<file path="src/rtl/thg_pkg.sv">
package thg_pkg;
  localparam int NLVL = 3;
  typedef struct packed {
    logic [7:0] trip;
    logic [7:0] rel;
  } thr_t;
endpackage

</file>
<file path="src/rtl/thg_hyst.sv">
module thg_hyst #(
  parameter int TW   = 8,
  parameter int TRIP = 110,
  parameter int REL  = 100
) (
  input  logic          clk,
  input  logic          rst_n,
  input  logic [TW-1:0] temp_i,
  output logic          flag_o
);
  localparam logic [TW-1:0] TRIP_V = TW'(TRIP);
  localparam logic [TW-1:0] REL_V  = TW'(REL);

  logic flag_q;

  always_ff @(posedge clk or negedge rst_n) begin
    if (!rst_n)                flag_q <= 1'b0;
    else if (temp_i >= TRIP_V) flag_q <= 1'b1;
    else if (temp_i <= REL_V)  flag_q <= 1'b0;
  end

  assign flag_o = flag_q;

  p_trip_set_r10: assert property (@(posedge clk) disable iff (!rst_n)
    (temp_i >= TRIP_V) |=> flag_o);
  p_trip_rel_r10: assert property (@(posedge clk) disable iff (!rst_n)
    (temp_i <= REL_V) |=> !flag_o);
  p_band_hold_r10: assert property (@(posedge clk) disable iff (!rst_n)
    (temp_i > REL_V && temp_i < TRIP_V) |=> (flag_o == $past(flag_o)));
endmodule

</file>
<file path="src/rtl/thg_chan.sv">
module thg_chan (
  input  logic clk,
  input  logic rst_n,
  input  logic hot1_i,
  input  logic hot2_i,
  input  logic hot3_i,
  input  logic seq_en_i,
  input  logic ilim_i,
  input  logic act_i,
  input  logic off_i,
  output logic tor_o
);
  logic lat_q;   // latched low, needs a switch-off command
  logic wt_q;    // middle-level trip still waiting for cool-down
  logic set2, set3, cool;

  assign set2 = hot2_i & ilim_i;
  assign set3 = hot3_i & act_i;
  assign cool = seq_en_i ? ~hot1_i : ~hot2_i;

  always_ff @(posedge clk or negedge rst_n) begin
    if (!rst_n) begin
      lat_q <= 1'b0;
      wt_q  <= 1'b0;
    end else begin
      if (set2 | set3) lat_q <= 1'b1;
      else if (off_i)  lat_q <= 1'b0;
      if (set2)        wt_q <= 1'b1;
      else if (cool)   wt_q <= 1'b0;
    end
  end

  assign tor_o = ~lat_q & ~wt_q & ~hot3_i;

  p_lim_latch_r4: assert property (@(posedge clk) disable iff (!rst_n)
    (hot2_i && ilim_i) |=> !tor_o);
  p_hot_active_r5: assert property (@(posedge clk) disable iff (!rst_n)
    (hot3_i && act_i) |=> !tor_o);
  p_off_clear_r6: assert property (@(posedge clk) disable iff (!rst_n)
    (off_i && !set2 && !set3) |=> !lat_q);
  p_cool_wait_r7: assert property (@(posedge clk) disable iff (!rst_n)
    (!seq_en_i && hot2_i && wt_q) |=> !tor_o);
endmodule

</file>
<file path="src/rtl/thermal_guard.sv">
module thermal_guard #(
  parameter int NCH     = 4,
  parameter int TW      = 8,
  parameter int L1_TRIP = 110,
  parameter int L1_REL  = 100,
  parameter int L2_TRIP = 130,
  parameter int L2_REL  = 120,
  parameter int L3_TRIP = 160,
  parameter int L3_REL  = 150
) (
  input  logic           clk,
  input  logic           rst_n,
  input  logic [TW-1:0]  temp_i,
  input  logic           seq_en_i,
  input  logic [NCH-1:0] ilim_i,
  input  logic [NCH-1:0] active_i,
  input  logic [NCH-1:0] off_i,
  output logic           hot1_o,
  output logic           hot2_o,
  output logic           hot3_o,
  output logic [NCH-1:0] tor_o,
  output logic           tstat_o,
  output logic           accept_o
);
  import thg_pkg::*;

  localparam int TRIPS [NLVL] = '{L1_TRIP, L2_TRIP, L3_TRIP};
  localparam int RELS  [NLVL] = '{L1_REL,  L2_REL,  L3_REL};
  localparam logic [TW-1:0] TOP_V = TW'(L3_TRIP);

  logic [NLVL-1:0] hot;
  logic            tstat_q;

  for (genvar g = 0; g < NLVL; g++) begin : g_lvl
    thg_hyst #(.TW(TW), .TRIP(TRIPS[g]), .REL(RELS[g])) u_hyst (
      .clk(clk), .rst_n(rst_n), .temp_i(temp_i), .flag_o(hot[g])
    );
  end

  for (genvar c = 0; c < NCH; c++) begin : g_ch
    thg_chan u_ch (
      .clk(clk), .rst_n(rst_n),
      .hot1_i(hot[0]), .hot2_i(hot[1]), .hot3_i(hot[2]),
      .seq_en_i(seq_en_i), .ilim_i(ilim_i[c]), .act_i(active_i[c]),
      .off_i(off_i[c]), .tor_o(tor_o[c])
    );
  end

  always_ff @(posedge clk or negedge rst_n) begin
    if (!rst_n) tstat_q <= 1'b0;
    else        tstat_q <= (temp_i > TOP_V);
  end

  assign hot1_o   = hot[0];
  assign hot2_o   = hot[1];
  assign hot3_o   = hot[2];
  assign tstat_o  = tstat_q;
  assign accept_o = ~hot[0];

  p_tstat_hi_r8: assert property (@(posedge clk) disable iff (!rst_n)
    (temp_i > TOP_V) |=> tstat_o);
  p_tstat_lo_r8: assert property (@(posedge clk) disable iff (!rst_n)
    (temp_i <= TOP_V) |=> !tstat_o);
  p_top_all_low_r5: assert property (@(posedge clk) disable iff (!rst_n)
    $rose(hot3_o) |-> (tor_o == '0));
endmodule

</file>
<file path="config.mk">
export PLATFORM = sky130hd
export DESIGN_NAME = thermal_guard
export DESIGN_NICKNAME = d
export VERILOG_FILES = /design/src/rtl/thg_pkg.sv /design/src/rtl/thg_hyst.sv /design/src/rtl/thg_chan.sv /design/src/rtl/thermal_guard.sv
export SDC_FILE = /design/constraint.sdc
export NUM_CORES = 1
export LEC_CHECK = 0
export CORE_AREA = 5 5 42 44
export CTS_BUF_LIST = sky130_fd_sc_hd__clkbuf_8
export DETAILED_ROUTE_END_ITERATION = 10
export DIE_AREA = 0 0 47 49
export DONT_BUFFER_PORTS = 1
export HOLD_SLACK_MARGIN = 0.06
export PLACE_DENSITY_LB_ADDON = 0.3
export SETUP_SLACK_MARGIN = 0.4
export SYNTH_ARGS = -nofsm -noshare
export SYNTH_HDL_FRONTEND = slang
export SYNTH_SLANG_ARGS = --single-unit
</file>
<file path="constraint.sdc">
create_clock -name clk -period 1.29 [get_ports clk]
set_clock_uncertainty 0.1 [all_clocks]
set_input_delay 0 -clock clk [delete_from_list [all_inputs] [get_ports clk]]
set_output_delay 0 -clock clk [all_outputs]
set_load 0.005 [all_outputs]
</file>
# After elaboration in Yosys (flattened, before gate mapping)
# Cells that the tools add are included.
# totals
regBits	12
output_inout_bits	9
wordCells	81
# classes
n_lt_le_gt_ge	7
mux	20
bitwise_logic	31
reduce_logical	11
# ops
cell	n
2-bit nonzero test	11
1-bit 2-to-1 mux	20
1-bit bitwise AND	16
8-bit greater-or-equal comparator, second input constant	2
8-bit by 7-bit less-or-equal comparator with 1-bit output, second input constant	2
1-bit NOT	11
8-bit by 7-bit greater-or-equal comparator with 1-bit output, second input constant	1
8-bit > comparator, second input constant	1
8-bit less-or-equal comparator, second input constant	1
1-bit OR	4

# Depth between registers and ports, before layout
# Gate-level depths: netlist of the first run.
# logic_depth
word_depth	4
depth_mapped	4
depth_no_buf	3

# Cells and area by module
# A second synthesis of the first run with hierarchy kept.
# hier_totals
hier_cells	56
area_unflattened_um2	610.6
# by_module_without_submodules
mod	n_inst	cells_per_inst	area_each_um2	seq_area_each_um2
thg_chan	4	8	91.3	50.0
thg_hyst (g_lvl[1].u_hyst)	1	7	68.8	25.0
thg_hyst (g_lvl[2].u_hyst)	1	6	61.3	25.0
thg_hyst (g_lvl[0].u_hyst)	1	5	60.1	25.0
thermal_guard	1	6	55.1	25.0

# Worst setup path after synthesis of the first run
# OpenSTA, ideal clock, no wires.
# synth_path
path_type	register -> register
start	register g_lvl[1].u_hyst.flag_o (netlist name)
end	register g_lvl[1].u_hyst.flag_q
t_arrival_ns	0.905
path_slack_ns	0.148
path_stages_with_launch	5
path_buffers	1
synth_period_minus_slack_ns	1.142
path_cell_list	dfrtp_1 > buf_2 > and4_1 > a31oi_1 > a21oi_1
# synth_rtl
item	line	source
end signal: assignment	thg_hyst.sv:17	if (!rst_n) flag_q <= 1'b0;
end signal: assignment	thg_hyst.sv:18	else if (temp_i >= TRIP_V) flag_q <= 1'b1;
end signal: assignment	thg_hyst.sv:19	else if (temp_i <= REL_V) flag_q <= 1'b0;
end: declaration	thg_hyst.sv:14	logic flag_q;

# Final worst setup path of the first run
# layout_path
start	register g_lvl[2].u_hyst.flag_q
end	register g_ch[3].u_ch.lat_q
# layout_between
elab_chain_cells	3
# layout_rtl
item	line	source
start: declaration	thg_hyst.sv:14	
start signal: assignment	thg_hyst.sv:17	
start signal: assignment	thg_hyst.sv:18	
start signal: assignment	thg_hyst.sv:19	
1-bit bitwise AND (*)	thg_chan.sv:18	assign set3 = hot3_i & act_i;
1-bit OR (*)	thg_chan.sv:26	if (set2 | set3) lat_q <= 1'b1;
1-bit 2-to-1 mux / 2-bit nonzero test (equally long branches)	-	
end signal: assignment	thg_chan.sv:23	lat_q <= 1'b0;
end signal: assignment	thg_chan.sv:26	
end signal: assignment	thg_chan.sv:27	else if (off_i) lat_q <= 1'b0;
end: declaration	thg_chan.sv:13	logic lat_q;
# Mark *: on every way between the ends. The rest lies on a longest branch, timed or not.
# A chain may end at the register's enable or synchronous reset.

==> flow_summary.ini, run 1 <==
[run_status]
status = finished, violations left
violations = hold timing

[clock_network]
cts_tree = done
cts_sinks = 12
cts.clk_slew.worst_paths_ns = 0.05
clockBufferDepth = 2
cts_inserted_buffers = 3
hold_buffers = 16
cts_max_level = 1
clock-root-buffer = clkbuf_8
insertion_delay_ns = 0.23

[floorplanning]
die_h_um = 49
num_io_pins = 32
core_mm2 = 0.00140
dieArea_mm2 = 0.00230
start_util_pct = 43.7
fp-row-count = 14
die_w_um = 47

[worst_setup_path]
crit_chain = buf_6 -> a22oi_2 -> o21ai_1
worst_path_largest_cell_delay_ns = 0.50
endpoint_kind = flip-flop
crit_arrival_ns = 1.08
critPathBufInv = 1
cp_max_fo = 7
crit_type = flip-flop to flip-flop
slowest_stage = dfrtp_2
cp_top_family = flip-flops
start_kind = flip-flop
crit_required_ns = 1.30

[place]
hpwlAfterDp_um = 1040
place_inst = 80
gp_congestion = 0.728
port_buffers = 0
pre_cts_ws_ns = 0.167

[cells_and_area]
syn2layout_area_growth_pct = 45.6
multi_input_area_um2 = 315
seq_area_um2 = 303
final_cells = 101
drive_gt1_share_pct = 22.4
fin_nets = 110
final.fill_count = 113
num_antenna_cells = 0

[detailed_routing]
avgRoutedWirePerCell_um = 15.5
vias_per_cell = 5.72
ant_nets = 0
drt_iter0_markers = 5
vias = 578
drcViolationCount = 0
routed_wl_um = 1560
dr.pass1.iters = 3

[logic_synthesis]
yosys_warnings = 0
netlist-cell-type-count = 18
synthFlopType = dfrtp_1
yosys.area.top_type = dfrtp_1
ys_async_sr_fraction_pct = 100
synth_top_area_share_pct = 49.1
ys_top_cells_by_count = dfrtp_1 (12), o21ai_0 (10)
avgSynthCellArea_um2 = 8.87
synth_edf_count = 0
yosysSeqAreaShare_pct = 49.1
synth_area_leaders = dfrtp_1 (49%), o21ai_0 (8.2%), a22oi_1 (4.9%)
syn_inst = 69
synth_most_common_cell = dfrtp_1
ys_ff_latch = 12
syn_area_um2 = 612
syn-num-nets = 92

[grt]
track_usage_pct = 16.1
grt_pass1_vias = 616
overflow = 0
grt_max_degree = 13
antenna_found_initial = 0
grt_pass1_wl_um = 2670

[sta]
min_period_ns = 1.07
max_freq_mhz = 931
setup_viol_count_final = 0
finalHoldViolations = 4
fin_hold_ws_ns = -0.198
setup_ws_ns = 0.216
rsz0062_at_grt = yes
slew_viol_final = 0
tns_ns = 0
worstMarginPinSlew_ns = 0.523
slew_headroom_pct = 65.0
period_share_pct = 83.2

[power_and_ir_drop]
power.density_mw_per_mm2 = 1070
peakVddDrop_mv = 0.739
p_leak_nw = 0.382
power_uw = 951

[worst_hold_path]
min_path_type = input port to flip-flop

[run]
maxCapViolations = 0
-- worst paths after layout --
check / startpoint / to / slack [ns] / cells after the start
max in group asynchronous: rst_n / g_lvl[1].u_hyst.flag_o$_DFFE_PN0P_ / 0.63 / 1
worst min register to register: g_ch[3].u_ch.lat_q$_DFFE_PN0P_ / g_ch[3].u_ch.lat_q$_DFFE_PN0P_ / 0.44 / 2
worst max-delay path: g_lvl[2].u_hyst.flag_o$_DFFE_PN0P_ / g_ch[3].u_ch.lat_q$_DFFE_PN0P_ / 0.22 / 3
min in group asynchronous: rst_n / g_ch[2].u_ch.lat_q$_DFFE_PN0P_ / 0.09 / 1
worst min-delay path: temp_i[4] / g_lvl[2].u_hyst.flag_o$_DFFE_PN0P_ / -0.20 / 2
worst max register to register: g_lvl[2].u_hyst.flag_o$_DFFE_PN0P_ / g_ch[3].u_ch.lat_q$_DFFE_PN0P_ / 0.22 / 3
-- worst register-to-register path: cells and delay by family, from the launching register on --
kind | cells | cell delay, ns
flip-flops | 1 | 0.50
AO/OA/AOI/OAI | 2 | 0.18
buffers and inverters | 1 | 0.17
-- kinds of logic (layout without fill, tap and decap cells) --
group	after synthesis	after routing	synth area share (%)
buf+inv	11	27	9.61
flops	12	12	49.1
simple gates	24	24	20.0
compound gates	22	22	21.3
-- flip-flops by register name, indices dropped and copies added, names as in the netlist --
register / cells
tstat_o: 1
g_ch.u_ch.lat_q: 4
g_lvl.u_hyst.flag_o: 3
g_ch.u_ch.wt_q: 4
-- report_power, final --
group,leakage [nW],switching (mW),internal [mW],total [mW]
Sequential,0.140,0.0495,0.415,0.465
Clock,0.0216,0.115,0.204,0.319
Combinational,0.221,0.0715,0.0961,0.168
-- placed cells by master (no fill, tap or decap), drive strengths merged --
cell type and n:
and4 1, nor3 5, a31oi 3, nor2 2, a22oi 4, dfrtp 12
nand2 5, buf 3, nand3 5, dlymetal6s4s 1, a21o 1, o21ai 10
nor2b 4, clkbuf 3, a21oi 3, inv 5, nor4 1, o211ai 1
dlygate4sd3 15, or3 1
-- per-stage QoR --
| step | cell area [um2] | util [%] | hold WS [ns] |
|---|---|---|---|
| final | 891 | 63.6 | -0.198 |
| after global routing | 891 | 63.6 | -0.197 |
| after CTS | 863 | 61.6 | -0.192 |
| after detailed placement | 619 | 44.2 | -0.395 |
| after global placement | 619 | 44.2 | -0.395 |
| after floorplan | 644 | - | -0.396 |
-- timing repair --
item	CTS	global route
resized for setup	12	8
pin swaps	8	2
endpoints found under the setup margin	18	18
buffers inserted	2	0
endpoints found under the hold margin	24	4
-- cell type report --
class / count / share of cell area [%]
clock buffers: 3 / 4.63
well taps: 16 / 2.25
multi-input cells: 46 / 35.4
flip-flops and latches: 12 / 34.0
inverters: 5 / 2.39
repair buffers: 19 / 21.3
-- metal layers --
layer / share of wire, % / vias up / track usage, % / routed length (um)
met5: 0 / - / 0 / 0
met4: 1.3 / 0 / 8.29 / 21
met3: 8.1 / 2 / 5.17 / 127
met2: 53 / 22 / 26.0 / 823
met1: 38 / 274 / 18.0 / 590
li1: - / 280 / - / -
No activity file was read; power rests on OpenSTA's default activity.
==> run 2, diff against run 1 <==
Clock period 1.29 ns to 1 ns, I/O delays scaled along.
==> run 2 against run 1 <==
Net effect: the flow finishes with violations (hold timing, setup timing); via count is 4.8% higher; non-clock buffer count is 3 lower; design area is 1.1% higher; wire length is 5.0% higher; power is 44% higher; utilization is 0.71 points higher; first-iteration DRC count grew to 4.4 times the previous value; count of clock-buffer cells in the layout is 1 higher; flip-flop and latch count stayed put; critical path depth stayed put.
==> flow_summary.ini, run 2 (same netlist as run 1, synthesis figures left out) <==
[sta]
finalHoldViolations = 24
fin_hold_ws_ns = -0.291
slew_headroom_pct = 63.1
min_period_ns = 1.06
slew_viol_final = 0
setup_ws_ns = -0.0596
period_share_pct = 106
worstMarginPinSlew_ns = 0.554
rsz0062_at_grt = yes
max_freq_mhz = 944
setup_viol_count_final = 12

[place]
pre_cts_ws_ns = -0.0673
port_buffers = 0
gp_congestion = 0.749
hpwlAfterDp_um = 1130

[run_status]
status = finished, violations left
violations = hold timing, setup timing

[detailed_routing]
drt_iter0_markers = 22
vias_per_cell = 6.12
drcViolationCount = 0
dr.pass1.iters = 4
ant_nets = 0
routed_wl_um = 1640
vias = 606
avgRoutedWirePerCell_um = 16.6

[cells_and_area]
fin_nets = 107
final.fill_count = 108
layout_common_cells = dfrtp_1 (10), buf_6 (8), o21ai_1 (6), buf_4 (6)
num_antenna_cells = 0
syn2layout_area_growth_pct = 47.2
drive_gt1_share_pct = 43.4
layout_commonest_cell = dfrtp_1

[worst_setup_path]
crit_type = flip-flop to flip-flop
endpoint_kind = flip-flop
ff2ff_setup_slack_ns = -0.06
timing.critical_path.from = g_lvl[1].u_hyst.flag_o$_DFFE_PN0P_
crit_arrival_ns = 1.08
reg2reg_depth = 3
crit_end = g_ch[1].u_ch.lat_q$_DFFE_PN0P_
r2r-end = g_ch[1].u_ch.lat_q$_DFFE_PN0P_
crit_required_ns = 1.02
r2r-start = g_lvl[1].u_hyst.flag_o$_DFFE_PN0P_
cp_max_fo = 6
start_kind = flip-flop

[grt]
overflow = 0
grt_pass1_wl_um = 2630
track_usage_pct = 16.2
grt_max_degree = 13
grt_pass1_vias = 587
antenna_found_initial = 0

[run]
maxCapViolations = 0

[clock_network]
clock-root-buffer = clkbuf_8
cts.clk_slew.worst_paths_ns = 0.05
cts_tree = done
clockBufferDepth = 2
cts_sinks = 12
cts_inserted_buffers = 3
hold_buffers = 2
cts_max_level = 1
insertion_delay_ns = 0.24

[power_and_ir_drop]
power.density_mw_per_mm2 = 1520
peakVddDrop_mv = 1.02
p_leak_nw = 0.399

[floorplanning]
die_h_um = 49
fp-row-count = 14
start_util_pct = 43.7
num_io_pins = 32
core_mm2 = 0.00140
die_w_um = 47
dieArea_mm2 = 0.00230

[worst_hold_path]
min_path_type = input port to async pin
[run 2: power by group]
group          switching [mW]  internal (mW)  leakage, nW
combinational           0.113          0.151        0.231
clock                   0.176          0.348       0.0288
sequential             0.0470          0.535        0.140
[run 2: worst min path at each step]
stage	end	slack, ns	cells after the start
after detailed placement	g_ch[1].u_ch.lat_q$_DFFE_PN0P_	-0.40	0
after global placement	g_ch[1].u_ch.lat_q$_DFFE_PN0P_	-0.40	0
final	g_ch[0].u_ch.wt_q$_DFFE_PN0P_	-0.29	1
after global routing	g_ch[3].u_ch.lat_q$_DFFE_PN0P_	-0.25	1
after CTS	g_ch[3].u_ch.lat_q$_DFFE_PN0P_	-0.25	1
after floorplan	g_ch[0].u_ch.lat_q$_DFFE_PN0P_	-0.40	0
[run 2: through the flow]
stage | area [um2] | TNS [ns] | instances | utilization [%] | power (mW)
floorplan | 656 | -0.0401 | 69 | - | 0.706
global placement | 676 | -0.0458 | 86 | 48.2 | 0.734
detailed placement | 676 | -0.0929 | 86 | 48.2 | 0.741
CTS | 848 | -0.394 | 97 | 60.5 | 1.35
global route | 901 | -0.887 | 99 | 64.3 | 1.43
finish | 901 | -0.458 | 99 | 64.3 | 1.37
[run 2: worst max-delay path, stage by stage (launching register included)]
cell and delay, ns:
dfrtp_2 0.45, buf_6 0.15, a22oi_2 0.16, o21ai_1 0.09
[run 2: final cells by class]
class | count | area (um2) | share of cell area [%]
Sequential cell | 12 | 303 | 33.6
Clock buffer | 4 | 55.1 | 6.11
Inverter | 5 | 18.8 | 2.08
Multi-Input combinational cell | 46 | 347 | 38.5
Tap cell | 16 | 20.0 | 2.22
Timing Repair Buffer | 16 | 158 | 17.5
[run 2: what timing repair did]
item,CTS,global route
endpoints found under the setup margin,20,32
setup buffers,5,2
resized for setup,20,10
endpoints found under the hold margin,24,24
pin swaps,3,7
[run 2: routing by layer]
metal  share of wire (%)  vias to the layer above  track usage (%)
met5                   0                        -                0
met4                 2.4                        0             9.68
met3                  10                        6             4.43
met2                  52                       41             23.3
met1                  36                      286             20.9
li1                    -                      273                -
